File: config.mk
export PLATFORM = sky130hd
export DESIGN_NAME = ext_cs_cycle_ctrl
export DESIGN_NICKNAME = d
export VERILOG_FILES = /design/src/rtl/ext_cs_pkg.sv /design/src/rtl/cs_wait_timer.sv /design/src/rtl/cs_ackpin_ctrl.sv /design/src/rtl/ext_cs_cycle_ctrl.sv
export SDC_FILE = /design/constraint.sdc
export NUM_CORES = 1
export LEC_CHECK = 0
export ABC_CLOCK_PERIOD_IN_PS = 3090
export BUFFER_PORTS_ARGS = -buffer_cell sky130_fd_sc_hd__clkbuf_2
export CORE_MARGIN = 3
export CORE_UTILIZATION = 47
export DETAILED_ROUTE_END_ITERATION = 10
export GPL_ROUTABILITY_DRIVEN = 0
export PLACE_DENSITY = 0.76
export SLEW_MARGIN = 10
export SYNTH_ARGS = -nofsm -noshare
export SYNTH_HDL_FRONTEND = slang
export SYNTH_SLANG_ARGS = --single-unit
File: constraint.sdc
create_clock -name clk -period 3.09 [get_ports clk]
set_clock_uncertainty 0.1 [all_clocks]
set_input_delay 0.1545 -clock clk [delete_from_list [all_inputs] [get_ports clk]]
set_output_delay 0.1545 -clock clk [all_outputs]
set_load 0.01 [all_outputs]
File: src/rtl/ext_cs_pkg.sv
package ext_cs_pkg;

    typedef enum logic [1:0] {
        ACC_NORMAL = 2'd0,
        ACC_PAGE   = 2'd1,
        ACC_EXTACK = 2'd2,
        ACC_READY  = 2'd3
    } acc_mode_e;

    typedef enum logic [2:0] {
        ST_IDLE,
        ST_ADDR,
        ST_STRB,
        ST_ACK,
        ST_RLAT,
        ST_WPOST,
        ST_WHOLD,
        ST_END
    } cyc_state_e;

    function automatic logic device_paced(acc_mode_e m);
        return (m == ACC_EXTACK) || (m == ACC_READY);
    endfunction

endpackage

File: src/rtl/cs_wait_timer.sv
module cs_wait_timer #(
    parameter int CW = 4
) (
    input  logic          clk,
    input  logic          rst_n,
    input  logic          clr,
    input  logic [CW-1:0] limit,
    output logic          hit
);
    logic [CW-1:0] cnt_q;

    assign hit = (cnt_q == limit);

    always_ff @(posedge clk or negedge rst_n) begin
        if (!rst_n)      cnt_q <= '0;
        else if (clr)    cnt_q <= '0;
        else if (!hit)   cnt_q <= cnt_q + 1'b1;
    end
endmodule

File: src/rtl/cs_ackpin_ctrl.sv
module cs_ackpin_ctrl
    import ext_cs_pkg::*;
(
    input  logic       clk,
    input  logic       rst_n,
    input  cyc_state_e state_q,
    input  cyc_state_e state_d,
    input  acc_mode_e  mode_eff,
    input  logic       dyn_eff,
    output logic       pin_o,
    output logic       pin_oe
);
    logic oe_d;

    // Released from the first chip-enable cycle through the END cycle.
    assign oe_d  = dyn_eff && !(device_paced(mode_eff) && (state_d != ST_IDLE));
    assign pin_o = (state_q != ST_ACK);

    always_ff @(posedge clk or negedge rst_n) begin
        if (!rst_n) pin_oe <= 1'b0;
        else        pin_oe <= oe_d;
    end


    ack_one_cycle_chk: assert property (@(posedge clk) disable iff (!rst_n)
        (pin_oe && !pin_o) |=> pin_o);


    paced_release_chk: assert property (@(posedge clk) disable iff (!rst_n)
        (state_q != ST_IDLE && device_paced(mode_eff)) |-> !pin_oe);
endmodule

File: src/rtl/ext_cs_cycle_ctrl.sv
module ext_cs_cycle_ctrl
    import ext_cs_pkg::*;
#(
    parameter int AW = 20,
    parameter int DW = 32,
    parameter int CW = 4
) (
    input  logic          clk,
    input  logic          rst_n,
    input  logic          req_valid,
    input  logic          req_write,
    input  logic [AW-1:0] req_addr,
    input  logic [DW-1:0] req_wdata,
    output logic          req_ready,
    input  logic [1:0]    cfg_mode,
    input  logic          cfg_dyn,
    input  logic [CW-1:0] cfg_wait,
    input  logic [CW-1:0] cfg_setup,
    input  logic          ack_pin_i,
    output logic          ack_pin_o,
    output logic          ack_pin_oe,
    output logic          ce_n,
    output logic          oe_n,
    output logic          we_n,
    output logic [AW-1:0] addr_o,
    output logic [DW-1:0] data_o,
    output logic          data_oe,
    input  logic [DW-1:0] data_i,
    output logic [DW-1:0] rd_data,
    output logic          done
);
    cyc_state_e    state_q, state_d;
    acc_mode_e     acc_mode, mode_eff;
    logic          acc_dyn, acc_we, dyn_eff;
    logic [CW-1:0] acc_wait, acc_setup, lim;
    logic          hit, dev_ok, paced_done;

    assign mode_eff = (state_q == ST_IDLE) ? acc_mode_e'(cfg_mode) : acc_mode;
    assign dyn_eff  = (state_q == ST_IDLE) ? cfg_dyn : acc_dyn;
    assign lim      = (state_q == ST_ADDR) ? acc_setup - 1'b1 : acc_wait;
    assign dev_ok   = (acc_mode == ACC_READY) ? ack_pin_i : !ack_pin_i;
    assign paced_done = hit && dev_ok;

    cs_wait_timer #(.CW(CW)) timer_i (
        .clk   (clk),
        .rst_n (rst_n),
        .clr   (state_d != state_q),
        .limit (lim),
        .hit   (hit)
    );

    cs_ackpin_ctrl pin_i (
        .clk      (clk),
        .rst_n    (rst_n),
        .state_q  (state_q),
        .state_d  (state_d),
        .mode_eff (mode_eff),
        .dyn_eff  (dyn_eff),
        .pin_o    (ack_pin_o),
        .pin_oe   (ack_pin_oe)
    );

    always_comb begin
        state_d = state_q;
        unique case (state_q)
            ST_IDLE:  if (req_valid) state_d = (cfg_setup != '0) ? ST_ADDR : ST_STRB;
            ST_ADDR:  if (hit) state_d = ST_STRB;
            ST_STRB: begin
                if (device_paced(acc_mode)) begin
                    if (paced_done) state_d = acc_we ? ST_WHOLD : ST_END;
                end else if (hit) begin
                    state_d = ST_ACK;
                end
            end
            ST_ACK:   state_d = acc_we ? ST_WPOST : ST_RLAT;
            ST_RLAT:  state_d = ST_END;
            ST_WPOST: state_d = ST_WHOLD;
            ST_WHOLD: state_d = ST_END;
            ST_END:   state_d = ST_IDLE;
            default:  state_d = ST_IDLE;
        endcase
    end

    always_ff @(posedge clk or negedge rst_n) begin
        if (!rst_n) begin
            state_q   <= ST_IDLE;
            acc_mode  <= ACC_NORMAL;
            acc_dyn   <= 1'b0;
            acc_we    <= 1'b0;
            acc_wait  <= '0;
            acc_setup <= '0;
            addr_o    <= '0;
            data_o    <= '0;
            rd_data   <= '0;
        end else begin
            state_q <= state_d;
            if (state_q == ST_IDLE && req_valid) begin
                acc_mode  <= acc_mode_e'(cfg_mode);
                acc_dyn   <= cfg_dyn;
                acc_we    <= req_write;
                acc_wait  <= cfg_wait;
                acc_setup <= cfg_setup;
                addr_o    <= req_addr;
                data_o    <= req_wdata;
            end
            if (!acc_we && ((state_q == ST_RLAT) ||
                (state_q == ST_STRB && device_paced(acc_mode) && paced_done)))
                rd_data <= data_i;
        end
    end

    always_comb begin
        ce_n      = 1'b0;
        oe_n      = 1'b1;
        we_n      = 1'b1;
        data_oe   = acc_we;
        done      = 1'b0;
        req_ready = 1'b0;
        unique case (state_q)
            ST_IDLE:  begin ce_n = 1'b1; data_oe = 1'b0; req_ready = 1'b1; end
            ST_ADDR:  ;
            ST_STRB, ST_ACK: begin oe_n = acc_we; we_n = !acc_we; end
            ST_RLAT:  oe_n = 1'b0;
            ST_WPOST: we_n = 1'b0;
            ST_WHOLD: ;
            ST_END:   begin ce_n = 1'b1; done = 1'b1; end
            default:  ce_n = 1'b1;
        endcase
    end


    done_pulse_chk: assert property (@(posedge clk) disable iff (!rst_n)
        done |=> !done);


    strobe_excl_chk: assert property (@(posedge clk) disable iff (!rst_n)
        !(!oe_n && !we_n));


    strobe_in_ce_chk: assert property (@(posedge clk) disable iff (!rst_n)
        (!oe_n || !we_n) |-> !ce_n);


    static_pin_chk: assert property (@(posedge clk) disable iff (!rst_n)
        (state_q != ST_IDLE && !acc_dyn) |-> !ack_pin_oe);


    busy_addr_chk: assert property (@(posedge clk) disable iff (!rst_n)
        (state_q != ST_IDLE && $past(state_q) != ST_IDLE) |-> $stable(addr_o));
endmodule

### After elaboration in Yosys (flattened, before gate mapping)

Index checks and enable logic that the tools add are counted.

* add/sub/neg operators: 2
* $mul: 0
* divide/modulo/power cells: 0
* order comparisons: 0
* eq/ne operators: 15
* shift-type cells: 0
* mux-type cells: 21
* bitwise logic cells: 0
* reduce and logical (&&, ||, !) cells: 19

Operators with widths (count)
* 3-bit case mux with 7 select lines: 1
* 3-bit two-way mux: 5
* 3-bit equality test (second input constant): 4
* 4-bit two-way mux: 3
* 2-bit equality test (second input constant): 4
* 1-bit two-way mux: 8
* 1-bit logical AND: 7
* 3-bit by 2-bit equality test with 1-bit output (second input constant): 2
* 2-bit OR reduction: 3
* 4-bit by 1-bit adder with 4-bit output (second input constant): 1
* 4-bit equality test: 1
* 2-bit two-way mux: 2
* 1-bit case mux with 2 select lines: 2
* 4-bit nonzero test: 1
* 4-bit by 1-bit subtractor with 4-bit output (second input constant): 1
* 3-bit by 1-bit equality test with 1-bit output (second input constant): 1
* 1-bit logical NOT: 3
* 3-bit logical NOT: 1
* 1-bit logical OR: 3
* 3-bit by 2-bit != test with 1-bit output (second input constant): 1
* 3-bit != test: 1
* 3-bit nonzero test: 1
* 2-bit by 1-bit != test with 1-bit output (second input constant): 1

* register bits after elaboration: 104
* latch bits: 0
* bits in writable memories: 0
* ROM bits: 0
* input port bits: 100
* output and inout bits: 92
* memories: 0

### Logic depth before layout (Yosys ltp)

Gate-level depths: netlist of the first run.

* depth in word-level cells: 11
* mapped depth: 9

### By module

From an unflattened synthesis of the first run, not the netlist that was laid out.

* cells, all modules: 298
* area total of the unflattened synthesis: 4441.8 sq um

Modules (own cells, without submodules)
* ext_cs_cycle_ctrl: times used 1, cells an instance 272, area each 4151.5 sq um
* cs_wait_timer: times used 1, cells an instance 22, area each 244.0 sq um
* cs_ackpin_ctrl: times used 1, cells an instance 4, area each 46.3 sq um

### Worst setup path before layout of the first run

No wires, ideal clock.

* kind: reg-to-reg
* start: reg state_q[1]
* end: reg rd_data[0]
* library setup time: 0.134 ns
* arrival time: 1.998 ns
* data required time: 2.856 ns
* setup slack: 0.857 ns
* stages on the path, launching flop included: 8
* buffers on the path: 2
* clock period less this slack: 2.233 ns
* path through: dfrtp_1 buf_2 or3b_4 a211oi_2 o221ai_2 nor3_4 buf_6 o211ai_2

* longest elaborated chain between the ends: 7
* elaborated cells on any way between the ends: 10
* classes of those cells: 4 x eq/ne; 1 x mux; 5 x reduce/logical

RTL lines
* start: declaration: RTL line ext_cs_cycle_ctrl.sv:32 `cyc_state_e state_q, state_d;`
* start signal: assignment: RTL line ext_cs_cycle_ctrl.sv:96 `state_q <= state_d;`
* 3-bit by 1-bit equality test with 1-bit output: RTL line ext_cs_cycle_ctrl.sv:40 `assign lim = (state_q == ST_ADDR) ? acc_setup - 1'b1 : acc_wait;`
* 4-bit two-way mux: RTL line ext_cs_cycle_ctrl.sv:40
* 4-bit equality test: RTL line cs_wait_timer.sv:12 `assign hit = (cnt_q == limit);`
* 1-bit logical AND: RTL line ext_cs_cycle_ctrl.sv:42 `assign paced_done = hit && dev_ok;`
* 1-bit logical AND: RTL line ext_cs_cycle_ctrl.sv:107 `(state_q == ST_STRB && device_paced(acc_mode) && paced_done)))`
* 1-bit logical OR (*): RTL line ext_cs_cycle_ctrl.sv:106 `if (!acc_we && ((state_q == ST_RLAT) ||`
* 1-bit logical AND (*): RTL line ext_cs_cycle_ctrl.sv:106
* end signal: assignment: RTL line ext_cs_cycle_ctrl.sv:108 `rd_data <= data_i;`
* end: declaration: RTL line ext_cs_cycle_ctrl.sv:29 `output logic [DW-1:0] rd_data,`

Every way passes the cells marked *; elsewhere a longest branch is shown, timed or not.
A chain may end at the register's enable or synchronous reset.

### Worst setup path after layout of the first run

* start: reg state_q[1]
* end: reg rd_data[17]

The elaborated chain is that of the path after synthesis.

==> results of run 1 <==
where the power goes:
| group | switching [mW] | total (mW) | internal (mW) | leakage, nW |
|---|---|---|---|---|
| clock | 0.508 | 0.917 | 0.410 | 0.107 |
| sequential | 0.334 | 2.24 | 1.90 | 1.15 |
| combinational | 1.88 | 3.34 | 1.45 | 2.10 |
worst min-delay path, delay by kind of cell:
kind	cells	cell delay [ns]
muxes	1	0.06
buffers and inverters	1	0.16
and+or+nand+nor	1	0.09
AOI/OAI and AO/OA	1	0.17
metal layers:
metal | wire length [um] | share of wire (%)
met3 | 819 | 5.1
met5 | 0 | 0
met4 | 565 | 3.5
met1 | 6276 | 39
met2 | 8420 | 52
sequential cells by signal (all words and copies together) (netlist names):
register,count
state_q,3
timer_i.cnt_q,4
acc_dyn,1
acc_we,1
acc_setup,4
acc_mode,2
data_o,32
pin_i.pin_oe,1
addr_o,20
acc_wait,4
rd_data,32
kinds of logic after synthesis:
family,synth area share [%]
xor+xnor,0.7863
compound gates,23.76
fa+ha+maj,0.4765
simple gates,7.577
buf+inv,4.622
mux,13.22
flops,49.56
worst max path at each step:
stage / startpoint / to / slack, ns / cells after the start
after detailed placement: state_q[1]$_DFF_PN0_ / rd_data[19]$_DFFE_PN0P_ / 0.65 / 7
after CTS: state_q[1]$_DFF_PN0_ / rd_data[19]$_DFFE_PN0P_ / 0.63 / 7
final: state_q[1]$_DFF_PN0_ / rd_data[17]$_DFFE_PN0P_ / 0.60 / 7
after floorplan: state_q[1]$_DFF_PN0_ / rd_data[0]$_DFFE_PN0P_ / 0.86 / 7
after global placement: state_q[1]$_DFF_PN0_ / rd_data[18]$_DFFE_PN0P_ / 0.77 / 7
after global routing: state_q[1]$_DFF_PN0_ / rd_data[19]$_DFFE_PN0P_ / 0.44 / 7
what timing repair did:
action,in CTS,in global routing
gates resized for setup,0,0
hold buffers,97,0
endpoints found under the hold margin,182,0
buffers inserted,0,0
synthesized netlist by cell type, drive strengths merged, types with 4 or more instances:
master | n | area share, %
nor2 | 9 | 0.64
a2bb2oi | 32 | 5.3
nor3 | 7 | 0.98
o21ai | 10 | 0.95
dfrtp | 104 | 50
o211ai | 37 | 8.1
inv | 10 | 0.71
clkbuf | 20 | 1.4
o2111ai | 33 | 5.5
o311ai | 4 | 0.67
mux2 | 59 | 13
buf | 22 | 2.5
nor3b | 4 | 0.67
a21oi | 5 | 0.48
nand2 | 40 | 2.9
cell type report:
cell class	count	area (sq um)	share of cell area (%)
clock buffer	10	137.6	1.832
clock inverter	6	73.82	0.9828
inverter	10	37.54	0.4998
multi-input combinational	281	2415	32.15
sequential	104	2603	34.65
tap	136	170.2	2.266
timing repair buffer	304	2074	27.62
==> run summary, run 1 <==
Die H: 111.7 um
Endpoint, Worst Hold: timer_i.cnt_q[1]$_DFFE_PN0P_
Mean Syn Cell Area: 12.02 sq um
hold_sp: req_valid
GR Util met2: 45.16%
asr flop ratio synth: 100.0%
slew at the pin with the worst max-slew slack: 1.093 ns
routed vias/inst: 5.680
TritonCTS Buffers: 9
worst min-delay path class: in -> reg
vias in the first global route: 5098
startpoint types: flip-flop
# setup viols final: 0
Layout area overhead: 43.03%
DR WL/cell: 18.90 um
num ports: 192
Starting Density: 49.53%
CTS H-tree depth: 3
row cnt: 37
fraction of layout instances using a drive strength above 1: 45.31%
register area share after synthesis: 49.56%
Setup CP Type: reg -> reg
setup repair after global routing missed its margin: no
Crit. End Element: flip-flop
Mapped Area: 5251 sq um
CP top delay family: simple AND/OR/NAND/NOR gates
Placed Instance Area: 6327 sq um
Skew-Pair Late Insertion Delay: 0.39 ns
CTS max path bufs: 2
Util after Layout: 70.85%
Final period util: 80.68%
worst reg2reg path depth: 7
Hold Crit Depth: 4
Most Crowded Layer GR: met2
Finished Cell Area: 7511 sq um
initial DRC count: 376
Cells after Synth: 437
port bufs: 191
crit-path most repeated cell: buf_4
Final Hold Fails: 0
# diodes: 0
first-pass GRT wire length: 26220 um
Worst R2R Start: state_q[1]$_DFF_PN0_
Final Max Tran Viols: 0
setup slack, reg-to-reg: 0.60 ns
WP buf/inv: 2
die width: 111.7 um
Main synth FF type: dfrtp_1
Synth Warn #: 0
DRT antenna net count: 0
CORE AREA: 10600 sq um
Worst slew margin: 27.16%
Pleak: 3.358 nW
Filler cells: 721
initial antenna violation count: 0
Pre-antenna DRT Iters: 5
total design power: 6.492 mW
met1 Use GR: 31.06%
power per standard cell area: 864.3 nW/um^2
VDD IR max: 0.6678 mV
Tmin final: 2.493 ns
Via Count: 4834
All-Layer GR Usage: 26.05%
Worst path slowest cell: nor3_1
Setup TNS Final: 0 ns
grt met3 use: 6.793%
total grt overflow: 0
Detailed Place HPWL: 10100 um
CP Data Required Time: 3.29 ns
most frequent cells in the layout: clkbuf_2 (190), dfrtp_1 (104), dlygate4sd3_1 (97), mux2_2 (59), nand2_1 (40)
maxcap violations: 0
clk root buf: clkbuf_8
final WL: 16080 um
Final Worst Setup Slack: 0.5969 ns
largest net degree at the start of global routing: 88
Worst-path clk slew: 0.10 ns
reg2reg end: rd_data[17]$_DFFE_PN0P_
Finished Layout Cells: 851
Post-synth EDFFs: 0
Hold Slack: 0.1881 ns
CP max FO: 25
Net count, final: 812
CTS tree: built
post-synth net total: 539
number of synthesized register bits: 104
commonest non-fill, non-tap cell in the layout: clkbuf_2
fmax: 0.4011 GHz
Cell Chain, Critical Path: buf_4, nor3b_2, nor2_1, nor3_1, nor3_4, buf_4, o211ai_1
outcome: finished, final reports clean
Post-route DRC: 0
Netlist cell types: 50
Die Footprint: 12480 sq um
worst stage delay on the critical path: 0.67 ns
CP arrival: 2.70 ns
Place WS: 0.6496 ns
Sink Count: 104
Placed Cells: 738
(Power assumes the default switching activity.)
==> inputs of run 2 (changes only) <==
- ABC_CLOCK_PERIOD_IN_PS: 3090 -> 2200
- CORE_UTILIZATION: 47 -> 45
- PLACE_DENSITY: 0.76 -> 0.77
- clock period: 3.09 -> 2.2 ns (I/O delays scaled with it)
==> run summary, run 2 (synthesis results as in run 1) <==
outcome: finished with violations (was finished, final reports clean)
failing checks: negative setup slack
# setup viols final: 26 (was 0)
CORE AREA: 11130 sq um (was 10600 sq um)
fmax: 0.4458 GHz (was 0.4011 GHz)
Tmin final: 2.243 ns (was 2.493 ns)
clk root buf: clkbuf_16 (was clkbuf_8)
Final Hold Fails: 0 (unchanged)
DR WL/cell: 18.90 um (about the same)
CTS tree: built (unchanged)
CP max FO: 33 (was 25)
Filler cells: 763 (was 721)
CTS H-tree depth: 3 (unchanged)
Skew-Pair Late Insertion Delay: 0.36 ns (was 0.39 ns)
Detailed Place HPWL: 10260 um (was 10100 um)
Cell Chain, Critical Path: or3b_4, nor3_2, buf_4, o21a_1, nor3_4, buf_12, o211ai_1 (was buf_4, nor3b_2, nor2_1, nor3_1, nor3_4, buf_4, o211ai_1)
Pre-antenna DRT Iters: 5 (unchanged)
Placed Instance Area: 6482 sq um (was 6327 sq um)
Layout area overhead: 48.03% (was 43.03%)
final WL: 16370 um (was 16080 um)
worst stage delay on the critical path: 0.46 ns (was 0.67 ns)
Final period util: 102.0% (was 80.68%)
Crit. End Element: flip-flop (unchanged)
Finished Cell Area: 7774 sq um (was 7511 sq um)
vias in the first global route: 5209 (was 5098)
TritonCTS Buffers: 9 (unchanged)
setup repair after global routing missed its margin: yes (was no)
commonest non-fill, non-tap cell in the layout: clkbuf_2 (unchanged)
initial antenna violation count: 0 (unchanged)
maxcap violations: 0 (unchanged)
CP arrival: 2.41 ns (was 2.70 ns)
Final Max Tran Viols: 0 (unchanged)
biggest regs: data_o (32), rd_data (32), addr_o (20) (unchanged)
Starting Density: 47.20% (was 49.53%)
total design power: 9.689 mW (was 6.492 mW)
most frequent cells in the layout: clkbuf_2 (190), dfrtp_1 (104), dlygate4sd3_1 (97), mux2_2 (59), nand2_1 (40) (unchanged)
DRT antenna net count: 0 (unchanged)
CP Data Required Time: 2.37 ns (was 3.29 ns)
Place WS: -0.02689 ns (was 0.6496 ns)
startpoint types: flip-flop (unchanged)
total grt overflow: 0 (unchanged)
Post-route DRC: 0 (unchanged)
power per standard cell area: 1246 nW/um^2 (was 864.3 nW/um^2)
routed vias/inst: 5.700 (was 5.680)
row cnt: 38 (was 37)
Setup CP Type: reg -> reg (unchanged)
Sink Count: 104 (unchanged)
GR Util met2: 47.54% (was 45.16%)
# diodes: 0 (unchanged)
Hold Slack: 0.1578 ns (was 0.1881 ns)
slew at the pin with the worst max-slew slack: 0.5165 ns (was 1.093 ns)
CTS max path bufs: 2 (unchanged)
worst min-delay path class: in -> async (was in -> reg)
VDD IR max: 0.8636 mV (was 0.6678 mV)
met1 Use GR: 29.98% (was 31.06%)
Worst slew margin: 65.25% (was 27.16%)
first-pass GRT wire length: 26860 um (was 26220 um)
die width: 114.0 um (was 111.7 um)
Die H: 114.0 um (was 111.7 um)
largest net degree at the start of global routing: 53 (was 88)
grt met3 use: 4.881% (was 6.793%)
fraction of layout instances using a drive strength above 1: 46.83% (was 45.31%)
port bufs: 191 (unchanged)
Most Crowded Layer GR: met2 (unchanged)
Pleak: 3.476 nW (was 3.358 nW)
Worst-path clk slew: 0.08 ns (was 0.10 ns)
Final Worst Setup Slack: -0.04324 ns (was 0.5969 ns)
Die Footprint: 13000 sq um (was 12480 sq um)
Via Count: 4936 (was 4834)
Worst path slowest cell: or3b_4 (was nor3_1)
All-Layer GR Usage: 25.93% (was 26.05%)
initial DRC count: 278 (was 376)
Net count, final: 823 (was 812)
num ports: 192 (unchanged)
Util after Layout: 69.87% (was 70.85%)
==> run 2: metrics by stage <==
step,TNS [ns],cells
after floorplan,0,437
after global placement,0,753
after detailed placement,-0.07147,753
after CTS,-0.06079,866
after global routing,-4.612,866
final,-0.3868,866
==> run 2: area by class of cell <==
cell class / count / area (sq um) / share of cell area, %
multi-input combinational: 281 / 2444 / 31.43
tap: 140 / 175.2 / 2.253
sequential: 104 / 2603 / 33.48
inverter: 10 / 37.54 / 0.4829
clock buffer: 9 / 225.2 / 2.897
timing repair buffer: 315 / 2220 / 28.55
clock inverter: 7 / 70.07 / 0.9013
==> run 2: metal layers <==
metal / vias to the layer above / share of wire (%)
li1: 2247 / -
met1: 2456 / 38
met2: 199 / 55
met3: 34 / 4.8
met4: 0 / 2.6
met5: - / 0
==> run 2: worst paths after layout <==
check | endpoint | slack (ns) | depth (start not counted) | from
max in group asynchronous | rd_data[20]$_DFFE_PN0P_ | 1.16 | 3 | rst_n
max reg2reg | rd_data[18]$_DFFE_PN0P_ | -0.04 | 7 | state_q[0]$_DFF_PN0_
max | rd_data[18]$_DFFE_PN0P_ | -0.04 | 7 | state_q[0]$_DFF_PN0_
min in group clk | timer_i.cnt_q[1]$_DFFE_PN0P_ | 0.19 | 4 | req_valid
min reg2reg | data_o[25]$_DFFE_PN0P_ | 0.41 | 1 | data_o[25]$_DFFE_PN0P_
min | data_o[19]$_DFFE_PN0P_ | 0.16 | 2 | rst_n
==> run 2: power breakdown <==
group / switching, mW / total (mW) / internal, mW
registers: 0.493 / 3.17 / 2.68
logic: 2.71 / 4.92 / 2.21
clock network: 0.798 / 1.60 / 0.803
total: 4.00 / 9.69 / 5.69
==> run 2: timing repair <==
action / CTS / global route
gates resized for setup: 4 / 2
pin swaps: 1 / 0
setup endpoints to repair: 34 / 37
hold buffers: 97 / 0
endpoints found under the hold margin: 130 / 0
buffers inserted: 0 / 0
==> run 2: worst max-delay path: cells and delay by family (launching register included) <==
family          cells  cell delay (ns)
compound gates      2             0.39
buf+inv             2             0.39
simple gates        3             0.83
flops               1             0.44
==> inputs of run 3 (changes only) <==
- ABC_CLOCK_PERIOD_IN_PS: 2200 -> 2600
- CORE_UTILIZATION: 45 -> 47
- PLACE_DENSITY: 0.77 -> 0.76
- clock period: 2.2 -> 2.6 ns (I/O delays scaled with it)
==> run summary, run 3 (synthesis results as in run 1) <==
CP top delay family: simple AND/OR/NAND/NOR gates (unchanged)
most frequent cells in the layout: clkbuf_2 (190), dfrtp_1 (104), dlygate4sd3_1 (97), mux2_2 (59), nand2_1 (40) (unchanged)
Pleak: 3.366 nW (was 3.476 nW)
CP startpoint: state_q[1]$_DFF_PN0_ (was state_q[0]$_DFF_PN0_)
CP Data Required Time: 2.75 ns (was 2.37 ns)
Tmin final: 2.352 ns (was 2.243 ns)
Skew-Pair Late Insertion Delay: 0.38 ns (was 0.36 ns)
Worst-path clk slew: 0.10 ns (was 0.08 ns)
CTS tree: built (unchanged)
VDD IR max: 0.6505 mV (was 0.8636 mV)
CORE AREA: 10600 sq um (was 11130 sq um)
worst setup path end: rd_data[19]$_DFFE_PN0P_ (was rd_data[18]$_DFFE_PN0P_)
initial DRC count: 261 (was 278)
Setup TNS Final: 0 ns (was -0.3868 ns)
worst min-delay path class: in -> reg (was in -> async)
post-CTS resize count: 0 (was 4)
Finished Cell Area: 7527 sq um (was 7774 sq um)
Pre-antenna DRT Iters: 6 (was 5)
Starting Density: 49.53% (was 47.20%)
worst reg2reg path depth: 6 (was 7)
Crit. End Element: flip-flop (unchanged)
final WL: 15860 um (was 16370 um)
num ports: 192 (unchanged)
Detailed Place HPWL: 10170 um (was 10260 um)
CP max FO: 33 (unchanged)
Crit path depth: 6 (was 7)
Die H: 111.7 um (was 114.0 um)
Final Hold Fails: 0 (unchanged)
Final Worst Setup Slack: 0.2480 ns (was -0.04324 ns)
port bufs: 191 (unchanged)
CP arrival: 2.50 ns (was 2.41 ns)
All-Layer GR Usage: 26.13% (was 25.93%)
total design power: 7.592 mW (was 9.689 mW)
setup repair after global routing missed its margin: no (was yes)
outcome: finished, final reports clean (was finished with violations)
die width: 111.7 um (was 114.0 um)
Sink Count: 104 (unchanged)
Placed Instance Area: 6375 sq um (was 6482 sq um)
largest net degree at the start of global routing: 65 (was 53)
total grt overflow: 0 (unchanged)
Setup CP Type: reg -> reg (unchanged)
commonest non-fill, non-tap cell in the layout: clkbuf_2 (unchanged)
Worst R2R Start: state_q[1]$_DFF_PN0_ (was state_q[0]$_DFF_PN0_)
Filler cells: 730 (was 763)
Post-route DRC: 0 (unchanged)
initial antenna violation count: 0 (unchanged)
Hold Slack: 0.1222 ns (was 0.1578 ns)
Layout area overhead: 43.34% (was 48.03%)
slew at the pin with the worst max-slew slack: 0.7603 ns (was 0.5165 ns)
Via Count: 4848 (was 4936)
Worst path slowest cell: or3b_4 (unchanged)
clk root buf: clkbuf_8 (was clkbuf_16)
post-CTS repair timing setup buffer count: 0 (unchanged)
DRT antenna net count: 0 (unchanged)
Final period util: 90.46% (was 102.0%)
Place WS: 0.2494 ns (was -0.02689 ns)
fmax: 0.4252 GHz (was 0.4458 GHz)
routed vias/inst: 5.670 (was 5.700)
TritonCTS Buffers: 9 (unchanged)
Die Footprint: 12480 sq um (was 13000 sq um)
Worst slew margin: 48.93% (was 65.25%)
Net count, final: 815 (was 823)
# setup viols final: 0 (was 26)
row cnt: 37 (was 38)
setup slack, reg-to-reg: 0.25 ns (was -0.04 ns)
CTS H-tree depth: 3 (unchanged)
hold bufs inserted after CTS: 97 (unchanged)
biggest regs: data_o (32), rd_data (32), addr_o (20) (unchanged)
Cell Chain, Critical Path: or3b_4, a211oi_2, o221ai_2, nor3_4, buf_12, o211ai_1 (was or3b_4, nor3_2, buf_4, o21a_1, nor3_4, buf_12, o211ai_1)
startpoint types: flip-flop (unchanged)
reg2reg end: rd_data[19]$_DFFE_PN0P_ (was rd_data[18]$_DFFE_PN0P_)
vias in the first global route: 5240 (was 5209)
first-pass GRT wire length: 26410 um (was 26860 um)
fraction of layout instances using a drive strength above 1: 45.40% (was 46.83%)
power per standard cell area: 1009 nW/um^2 (was 1246 nW/um^2)
maxcap violations: 0 (unchanged)
DR WL/cell: 18.55 um (was 18.90 um)
worst stage delay on the critical path: 0.47 ns (was 0.46 ns)
WP buf/inv: 1 (was 2)
Final Max Tran Viols: 0 (unchanged)
CTS max path bufs: 2 (unchanged)
run 3: cell count changes in the layout (fill, tap and decap cells not counted), moves of 3 or more:
cell	previous run	this run
buf_12	7	4
buf_4	21	16
clkbuf_16	9	0
inv_6	4	1
clkbuf_8	0	9
run 3: how the worst min path moves through the flow:
stage | from | endpoint | slack, ns | cells after the start
2_1_floorplan | rst_n | acc_dyn$_DFFE_PN0P_ | -0.27 | 0
3_3_place_gp | rst_n | addr_o[5]$_DFFE_PN0P_ | 0.06 | 1
3_5_place_dp | rst_n | addr_o[10]$_DFFE_PN0P_ | 0.06 | 1
4_1_cts | req_valid | timer_i.cnt_q[1]$_DFFE_PN0P_ | 0.10 | 4
5_1_grt | req_valid | timer_i.cnt_q[1]$_DFFE_PN0P_ | 0.18 | 4
6_report | req_valid | timer_i.cnt_q[1]$_DFFE_PN0P_ | 0.12 | 4
run 3: layout make-up:
cell class / instances / area (sq um) / area share (%)
Timing Repair Buffer: 307 / 2122 / 28.19
Inverter: 10 / 37.54 / 0.4987
Clock buffer: 9 / 123.9 / 1.646
Tap cell: 136 / 170.2 / 2.261
Clock inverter: 7 / 55.05 / 0.7314
Sequential cell: 104 / 2603 / 34.57
Multi-Input combinational cell: 281 / 2414 / 32.06
Antenna cell: 1 / 2.502 / 0.03324
run 3: worst register-to-register path, stage by stage, from the launching register on:
cell	delay [ns]
dfrtp_1	0.46
or3b_4	0.47
a211oi_2	0.29
o221ai_2	0.22
nor3_4	0.26
buf_12	0.26
o211ai_1	0.17
run 3: power breakdown:
group          total [mW]  internal, mW  switching (mW)
Sequential           2.69          2.26           0.430
Clock               0.931         0.358           0.573
Combinational        3.97          1.76            2.21
run 3: stage by stage:
| step | cells | util [%] |
|---|---|---|
| 3_5_place_dp | 741 | 60.13 |
| 5_1_grt | 854 | 70.98 |
| 6_report | 855 | 71.00 |
| 4_1_cts | 854 | 70.98 |
| 2_1_floorplan | 437 | - |
| 3_3_place_gp | 741 | 60.13 |
run 3: per-layer routing:
metal | GRT usage [%] | routed length, um
met5 | 0 | 0
met4 | 10.95 | 576
met3 | 6.359 | 877
met1 | 30.15 | 5888
met2 | 46.24 | 8514
